File: src/rtl/sar_seq_pkg.sv
package sar_seq_pkg;

    typedef enum logic [2:0] {
        ST_OFF    = 3'd0,
        ST_SAMPLE = 3'd1,
        ST_NULL   = 3'd2,
        ST_MSB    = 3'd3,
        ST_LSB    = 3'd4,
        ST_ZERO   = 3'd5,
        ST_DONE   = 3'd6
    } seq_state_e;

endpackage

File: src/rtl/sar_fall_detect.sv
module sar_fall_detect (
    input  logic clk,
    input  logic rst_n,
    input  logic din,
    output logic fall
);

    logic din_d, din_q;

    always_comb begin
        din_d = din;
    end

    always_ff @(posedge clk or negedge rst_n) begin
        if (!rst_n) din_q <= 1'b0;
        else        din_q <= din_d;
    end

    assign fall = din_q & ~din;

endmodule

File: src/rtl/sar_bit_pick.sv
module sar_bit_pick #(
    parameter int WIDTH = 12,
    localparam int IDXW = $clog2(WIDTH)
) (
    input  logic [WIDTH-1:0] word,
    input  logic [IDXW-1:0]  idx,
    output logic             bit_o
);

    logic [WIDTH-1:0] sel;

    for (genvar g = 0; g < WIDTH; g++) begin : g_sel
        assign sel[g] = (idx == IDXW'(g)) & word[g];
    end

    assign bit_o = |sel;

endmodule

File: src/rtl/sar_seq_fsm.sv
module sar_seq_fsm
    import sar_seq_pkg::*;
#(
    parameter int WIDTH     = 12,
    parameter int SMP_EDGES = 2,
    localparam int IDXW = $clog2(WIDTH),
    localparam int SCW  = $clog2(SMP_EDGES + 1)
) (
    input  logic            clk,
    input  logic            rst_n,
    input  logic            cs_n,
    input  logic            fall,
    input  logic            zero_tail,
    input  logic            pick_bit,
    output logic [IDXW-1:0] pick_idx,
    output seq_state_e      state,
    output logic            dout,
    output logic            dout_oe
);

    typedef struct packed {
        seq_state_e      st;
        logic [SCW-1:0]  smp;
        logic [IDXW-1:0] idx;
        logic            dout;
        logic            oe;
        logic            cs_q;
    } seq_regs_t;

    localparam logic [IDXW-1:0] IDX_TOP = IDXW'(WIDTH - 1);

    seq_regs_t r_d, r_q;

    always_comb begin
        case (r_q.st)
            ST_NULL: pick_idx = IDX_TOP;
            ST_MSB:  pick_idx = (r_q.idx == '0) ? IDXW'(1) : r_q.idx - IDXW'(1);
            default: pick_idx = r_q.idx + IDXW'(1);
        endcase
    end

    always_comb begin
        r_d      = r_q;
        r_d.cs_q = cs_n;
        if (cs_n) begin
            r_d.st   = ST_OFF;
            r_d.oe   = 1'b0;
            r_d.dout = 1'b0;
            r_d.smp  = '0;
            r_d.idx  = '0;
        end else begin
            case (r_q.st)
                ST_OFF: begin
                    if (r_q.cs_q) begin
                        r_d.st  = ST_SAMPLE;
                        r_d.smp = '0;
                    end
                end
                ST_SAMPLE: begin
                    if (fall) begin
                        if (r_q.smp == SCW'(SMP_EDGES - 1)) begin
                            r_d.st   = ST_NULL;
                            r_d.oe   = 1'b1;
                            r_d.dout = 1'b0;
                        end else begin
                            r_d.smp = r_q.smp + SCW'(1);
                        end
                    end
                end
                ST_NULL: begin
                    if (fall) begin
                        r_d.st   = ST_MSB;
                        r_d.idx  = pick_idx;
                        r_d.dout = pick_bit;
                    end
                end
                ST_MSB: begin
                    if (fall) begin
                        if (r_q.idx == '0) begin
                            if (zero_tail) begin
                                r_d.st   = ST_ZERO;
                                r_d.dout = 1'b0;
                            end else begin
                                r_d.st   = ST_LSB;
                                r_d.idx  = pick_idx;
                                r_d.dout = pick_bit;
                            end
                        end else begin
                            r_d.idx  = pick_idx;
                            r_d.dout = pick_bit;
                        end
                    end
                end
                ST_LSB: begin
                    if (fall) begin
                        if (r_q.idx == IDX_TOP) begin
                            r_d.st   = ST_DONE;
                            r_d.oe   = 1'b0;
                            r_d.dout = 1'b0;
                        end else begin
                            r_d.idx  = pick_idx;
                            r_d.dout = pick_bit;
                        end
                    end
                end
                ST_ZERO: begin
                    r_d.dout = 1'b0;
                end
                default: begin
                    r_d.oe   = 1'b0;
                    r_d.dout = 1'b0;
                end
            endcase
        end
    end

    always_ff @(posedge clk or negedge rst_n) begin
        if (!rst_n) begin
            r_q.st   <= ST_OFF;
            r_q.smp  <= '0;
            r_q.idx  <= '0;
            r_q.dout <= 1'b0;
            r_q.oe   <= 1'b0;
            r_q.cs_q <= 1'b0;
        end else begin
            r_q <= r_d;
        end
    end

    assign state   = r_q.st;
    assign dout    = r_q.dout;
    assign dout_oe = r_q.oe;

endmodule

File: src/rtl/sar_serial_seq.sv
module sar_serial_seq
    import sar_seq_pkg::*;
#(
    parameter int WIDTH     = 12,
    parameter int SMP_EDGES = 2,
    localparam int IDXW = $clog2(WIDTH)
) (
    input  logic             clk,
    input  logic             rst_n,
    input  logic             cs_n,
    input  logic             dclk,
    input  logic             zero_tail,
    input  logic [WIDTH-1:0] result,
    output logic             dout,
    output logic             dout_oe,
    output logic             sampling,
    output logic             converting,
    output logic             analog_off,
    output logic             full_off
);

    logic            fall;
    logic            pick_bit;
    logic [IDXW-1:0] pick_idx;
    seq_state_e      state;

    sar_fall_detect u_fall (
        .clk   (clk),
        .rst_n (rst_n),
        .din   (dclk),
        .fall  (fall)
    );

    sar_bit_pick #(.WIDTH(WIDTH)) u_pick (
        .word  (result),
        .idx   (pick_idx),
        .bit_o (pick_bit)
    );

    sar_seq_fsm #(.WIDTH(WIDTH), .SMP_EDGES(SMP_EDGES)) u_fsm (
        .clk       (clk),
        .rst_n     (rst_n),
        .cs_n      (cs_n),
        .fall      (fall),
        .zero_tail (zero_tail),
        .pick_bit  (pick_bit),
        .pick_idx  (pick_idx),
        .state     (state),
        .dout      (dout),
        .dout_oe   (dout_oe)
    );

    assign sampling   = (state == ST_SAMPLE);
    assign converting = (state == ST_NULL) || (state == ST_MSB);
    assign full_off   = (state == ST_OFF);
    assign analog_off = (state == ST_OFF) || (state == ST_LSB) ||
                        (state == ST_ZERO) || (state == ST_DONE);

endmodule

File: config.mk
export PLATFORM = sky130hd
export DESIGN_NAME = sar_serial_seq
export DESIGN_NICKNAME = d
export VERILOG_FILES = /design/src/rtl/sar_seq_pkg.sv /design/src/rtl/sar_fall_detect.sv /design/src/rtl/sar_bit_pick.sv /design/src/rtl/sar_seq_fsm.sv /design/src/rtl/sar_serial_seq.sv
export SDC_FILE = /design/constraint.sdc
export NUM_CORES = 1
export LEC_CHECK = 0
export CORE_ASPECT_RATIO = 1.4
export CORE_MARGIN = 3
export CORE_UTILIZATION = 50
export DETAILED_ROUTE_END_ITERATION = 10
export GPL_TIMING_DRIVEN = 1
export PLACE_DENSITY = 0.79
export SLEW_MARGIN = 40
export SYNTH_ARGS = -nofsm -noshare
export SYNTH_HDL_FRONTEND = slang
export SYNTH_SLANG_ARGS = --single-unit
File: constraint.sdc
create_clock -name clk -period 3.1 [get_ports clk]
set_input_delay 0.465 -clock clk [delete_from_list [all_inputs] [get_ports clk]]
set_output_delay 0.465 -clock clk [all_outputs]
set_load 0.02 [all_outputs]
# Word level (Yosys, flattened, before mapping)
# Index checks and enable logic that the tools add are counted.
[word_totals] register_bits=13 output_inout_bits=6 wordCells=102
[op_classes] add_sub_neg=3 n_eq_ne=32 n_mux=29 bitwise=14 reduce_logical=17
[ops] operator="5-bit two-way mux" count=5
[ops] operator="4-bit == test (second input constant)" count=5
[ops] operator="3-bit two-way mux" count=6
[ops] operator="4-bit by 3-bit == test with 1-bit output (second input constant)" count=4
[ops] operator="3-bit by 2-bit inequality test with 1-bit output (second input constant)" count=5
[ops] operator="3-bit inequality test (second input constant)" count=5
[ops] operator="3-bit case mux with 5 select lines" count=1
[ops] operator="1-bit AND" count=13
[ops] operator="4-bit two-way mux" count=3
[ops] operator="4-bit case mux with 3 select lines" count=1
[ops] operator="6-bit AND reduction" count=2
[ops] operator="12-bit OR reduction" count=1
[ops] operator="11-bit two-way mux" count=1
[ops] operator="3-bit == test (second input constant)" count=3
[ops] operator="9-bit AND reduction" count=1
[ops] operator="4-bit by 2-bit == test with 1-bit output (second input constant)" count=2
[ops] operator="4-bit zero test" count=2
[ops] operator="4-bit case mux with 2 select lines" count=1
[ops] operator="3-bit by 2-bit == test with 1-bit output (second input constant)" count=2
[ops] operator="2-bit two-way mux" count=3
[ops] operator="6-bit two-way mux" count=1
[ops] operator="6-bit nonzero test" count=1
[ops] operator="1-bit case mux with 5 select lines" count=1
[ops] operator="5-bit AND reduction" count=1
[ops] operator="19 further kinds" count=25

# Depth between registers and ports, before layout
[depth] ltp_word=11 ltp_mapped=8 ltp_nobuf=8

# By module
# From an unflattened synthesis, not the netlist that was laid out.
[hier_totals] cells_unflattened=127 hier_area_um2=1104.8
[modules_own_cells] module="sar_seq_fsm" instances=1 cells_per_inst=113 area_per_inst_um2=930.9 seq_area_each_um2=300.3
[modules_own_cells] module="sar_bit_pick" instances=1 cells_per_inst=6 area_per_inst_um2=101.3 seq_area_each_um2=0.0
[modules_own_cells] module="sar_fall_detect" instances=1 cells_per_inst=2 area_per_inst_um2=38.8 seq_area_each_um2=25.0
[modules_own_cells] module="sar_serial_seq" instances=1 cells_per_inst=6 area_per_inst_um2=33.8 seq_area_each_um2=0.0

# Least setup slack after synthesis
# Ideal clock, no wire load.
[synth_path] path_type="reg-to-reg" startpoint="register u_fsm.r_q[3] in the netlist's numbering" endpoint="register u_fsm.dout (netlist name)" setup_time_ns=0.135 t_arrival_ns=2.142 path_slack_ns=0.823 path_stages_with_launch=9 path_buffers=0 period_less_slack_ns=2.277 path_cell_list="dfrtp_1 inv_1 ha_1 or3b_2 o41ai_1 nor2_1 nor4b_1 a41oi_2 o41ai_2"
[synth_between] elab_chain_len=11
[synth_lines] item="start: declaration" line_no="sar_seq_fsm.sv:32" source="seq_regs_t r_d, r_q;"
[synth_lines] item="start signal: assignment" line_no="sar_seq_fsm.sv:126" source="r_q <= r_d;"
[synth_lines] item="4-bit by 1-bit subtractor with 4-bit output / 4-bit zero test (equally long branches)" line_no="sar_seq_fsm.sv:37, sar_seq_fsm.sv:79"
[synth_lines] item="4-bit two-way mux" line_no="sar_seq_fsm.sv:37" source="ST_MSB: pick_idx = (r_q.idx == '0) ? IDXW'(1) : r_q.idx - IDXW'(1);"
[synth_lines] item="4-bit case mux with 2 select lines" line_no="sar_seq_fsm.sv:35" source="case (r_q.st)"
[synth_lines] item="4-bit by 1-bit == test with 1-bit output, or another cell as far along" line_no="sar_bit_pick.sv:13" source="assign sel[g] = (idx == IDXW'(g)) & word[g];"
[synth_lines] item="1-bit AND" line_no="sar_bit_pick.sv:13"
[synth_lines] item="12-bit OR reduction" line_no="sar_bit_pick.sv:16" source="assign bit_o = |sel;"
[synth_lines] item="1-bit two-way mux" line_no="sar_seq_fsm.sv:80" source="if (zero_tail) begin"
[synth_lines] item="5-bit two-way mux" line_no="sar_seq_fsm.sv:79" source="if (r_q.idx == '0) begin"
[synth_lines] item="5-bit two-way mux" line_no="sar_seq_fsm.sv:78" source="if (fall) begin"
[synth_lines] item="1-bit case mux with 5 select lines *" line_no="sar_seq_fsm.sv:52" source="case (r_q.st)"
[synth_lines] item="11-bit two-way mux *" line_no="sar_seq_fsm.sv:45" source="if (cs_n) begin"
# Mark *: on every way between the ends. The rest lies on a longest branch, timed or not. The select of a mux whose other input is x is not followed.
# A chain may end at the register's enable or synchronous reset.

# Final worst setup path
[layout_path] startpoint="register u_fsm.r_q, in the netlist u_fsm.state[1]" endpoint="output port analog_off"
[layout_between] elab_chain_len=4
[layout_lines] item="3-bit == test / 3-bit zero test (equally long branches)" line_no="sar_serial_seq.sv:56" source="assign analog_off = (state == ST_OFF) || (state == ST_LSB) ||"
[layout_lines] item="1-bit logical OR (2 in a row)" line_no="sar_serial_seq.sv:56"
[layout_lines] item="1-bit logical OR *" line_no="sar_serial_seq.sv:57" source="(state == ST_ZERO) || (state == ST_DONE);"
[layout_lines] item="end: declaration" line_no="sar_serial_seq.sv:18" source="output logic analog_off,"
# Mark *: on every way between the ends. The rest lies on a longest branch, timed or not.

==> impl_metrics.ini <==
[status]
status = complete, no violations

[yosys]
yosys-top-cells-area = dfrtp_1 30%, a21oi_1 8.8%, mux2i_1 5.6%
syn-num-nets = 157
synth_area_leader_cell = dfrtp_1
synth_area_um2 = 1080
synth_cell_types = 39
yosysWarnings = 0
synth.yosys.seq_area_share_pct = 30.2
syn_inst = 136
avgSynthCellArea_um2 = 7.91
synth_top_area_share_pct = 30.2
ys_seq_elements = 13

[critical_path]
cp_num_buf_inv = 2
cp-start-kind = flop
rr_worst_depth = 8
criticalPathCategory = reg -> out
reg2reg_from = u_fsm.r_q[3]$_DFFE_PN0P_
worstPathArrival_ns = 2.28
path_max_fanout = 13
cp.required_ns = 2.63
cp-end-kind = output port
slowest_delay_ns = 0.63
r2r_end = u_fsm.dout$_DFFE_PN0P_
cp_top_family = buffers and inverters
crit_chain = nand2b_1 > clkinv_1 > a21oi_1 > clkdlybuf4s50_1
reg2reg_setup_slack_ns = 0.61
worst_path_max_delay_cell = clkdlybuf4s50_1

[routing]
vias = 1116
wl_per_cell_um = 15.0
ant_nets = 0
drt-initial-drc-count = 28
wirelength_mm = 2.69
first_pass_iters = 4
avgViaCountPerCell = 6.23
drc = 0

[timing]
drv_slew = 0
rsz0062_at_grt = false
finalSetupTns_ns = 0
clock_skew_ns = 0.0116
hold_viol_final = 0
layout_setup_ws_ns = 0.352
slew_headroom_pct = 60.0
finalCritPeriodShare_pct = 88.6
worstMarginPinSlew_ns = 0.598
fin_crit_ns = 2.75
max_freq_mhz = 364
setup_violations = 0

[clock_network]
ctsResizeCount = 0
path_clk_slew_ns = 0.09
post_cts_buffers = 0
cts_buffers = 3
h-tree-depth = 1
clock_path_buffers = 2
root_buffer = clkbuf_4
cts_tree = built
postCtsHoldBufs = 0
clk_latency_ns = 0.28
cts_sinks = 13

[layout]
final_common_cell = clkdlybuf4s50_1
antennaDiodeCount = 0
area_delta_synth_final_pct = 23.6
nets = 180
final_cell_mix = 22 x clkdlybuf4s50_1, 19 x a21oi_1, 15 x nand2_1, 15 x nor2_1, 13 x dfrtp_1
finalInstanceArea_um2 = 1330
drive_above_1_share_pct = 6.33

[floorplan]
fp.dieW_um = 45.2
std_cell_rows = 19
die_h_um = 60.9
die_area_um2 = 2750
initial_core_util_pct = 53.9
core_um2 = 2000
ioPinCount = 23

[pwr]
power_density_nw_per_um2 = 686
ir_drop_v = 0.000334
cellLeakagePower_nw = 0.576

[grt]
grt.total_usage_pct = 22.6
antenna_found_initial = 0
grt_pass1_vias = 1104
overflow = 0
grt_pass1_wl_mm = 4.58
grt_max_degree = 16

[hold_path]
hp-class = reg -> reg
hp-start = u_fsm.r_q[8]$_DFFE_PN0P_
hold_path_end = u_fsm.r_q[8]$_DFFE_PN0P_
hold_depth = 2

[placed_design]
pre_cts_slack_ns = 0.595
gp_congestion = 0.893
hpwl_mm = 2.20
post_dp_cell_area_um2 = 1300
port_buffers = 22

[run]
maxCapViolations = 0
==> logic make-up after synthesis <==
logic type	synth area share, %
flip-flops	30.2
adder cells (fa/ha/maj)	4.65
AO/OA/AOI/OAI	26.2
AND/OR/NAND/NOR	28.1
buffers and inverters	5.23
multiplexers	5.58
==> worst min-delay path, stage by stage (launching register included) <==
cell and delay [ns]:
dfrtp_1 0.38, nand2_1 0.06, a21oi_1 0.05
==> area by class of cell <==
type | instances | area (µm²)
flip-flops and latches | 13 | 325
well taps | 21 | 26.3
fillers | 179 | 667
repair buffers | 23 | 228
multi-input cells | 110 | 694
inverters | 8 | 30.0
clock buffers | 4 | 26.3
==> synth_stat cells <==
cell type / number
o31a_1: 1
a211o_1: 1
nand4_1: 2
clkinv_1: 1
a21boi_0: 1
nand3b_1: 2
inv_1: 7
buf_6: 1
nor2b_1: 1
or3b_2: 2
a2bb2oi_1: 1
ha_1: 4
a211oi_1: 1
o21ai_0: 6
or4_1: 1
o211ai_1: 2
a21o_1: 1
nor3_1: 3
mux2i_1: 6
nor4_1: 1
a2bb2oi_2: 1
a21oi_1: 19
nor3b_1: 2
a31oi_1: 1
and3_1: 2
nand2b_1: 5
nor2_4: 1
o41ai_2: 1
nor4b_1: 1
and2_1: 1
o41ai_1: 2
a41oi_2: 1
or3_1: 4
nor2_1: 15
clkbuf_1: 4
o22ai_1: 2
dfrtp_1: 13
a31o_1: 1
nand2_1: 15
==> stage by stage <==
step                      utilization [%]  power [W]  cells  hold WS, ns
after global routing                 66.6   0.000990    179        0.571
after global placement               65.3   0.000797    175        0.512
after floorplan                         -   0.000637    136        0.169
after CTS                            66.6   0.000917    179        0.536
after detailed placement             65.3   0.000809    175        0.525
final                                66.6   0.000913    179        0.533
==> sequential cells by signal, indices dropped and copies added, names as in the netlist <==
signal         cells
u_fsm.r_q          7
u_fall.din_q       1
u_fsm.state        3
u_fsm.dout_oe      1
u_fsm.dout         1
==> worst max-delay path by stage <==
stage | from | endpoint | slack (ns) | cells past startpoint
final | u_fsm.state[1]$_DFFE_PN0P_ | analog_off | 0.35 | 4
after global routing | u_fsm.state[1]$_DFFE_PN0P_ | analog_off | 0.24 | 4
after CTS | u_fsm.state[1]$_DFFE_PN0P_ | analog_off | 0.36 | 4
after detailed placement | u_fsm.r_q[3]$_DFFE_PN0P_ | u_fsm.dout$_DFFE_PN0P_ | 0.60 | 8
after global placement | u_fsm.r_q[3]$_DFFE_PN0P_ | u_fsm.dout$_DFFE_PN0P_ | 0.69 | 8
after floorplan | u_fsm.r_q[3]$_DFFE_PN0P_ | u_fsm.dout$_DFFE_PN0P_ | 0.82 | 8
==> metal layers <==
layer	vias to the layer above	global-route usage [%]	wire, µm
met2	31	43.3	1590
met4	0	10.0	37
met3	4	3.56	110
met1	541	23.1	957
li1	540	-	-
met5	-	0	0
==> where the power goes <==
| part | switching [W] | internal, W |
|---|---|---|
| Sequential | 0.0000533 | 0.000200 |
| Combinational | 0.000314 | 0.000239 |
| Clock | 0.0000574 | 0.0000499 |
| Total | 0.000424 | 0.000489 |
Note: power is estimated with default switching activity, not from simulation.
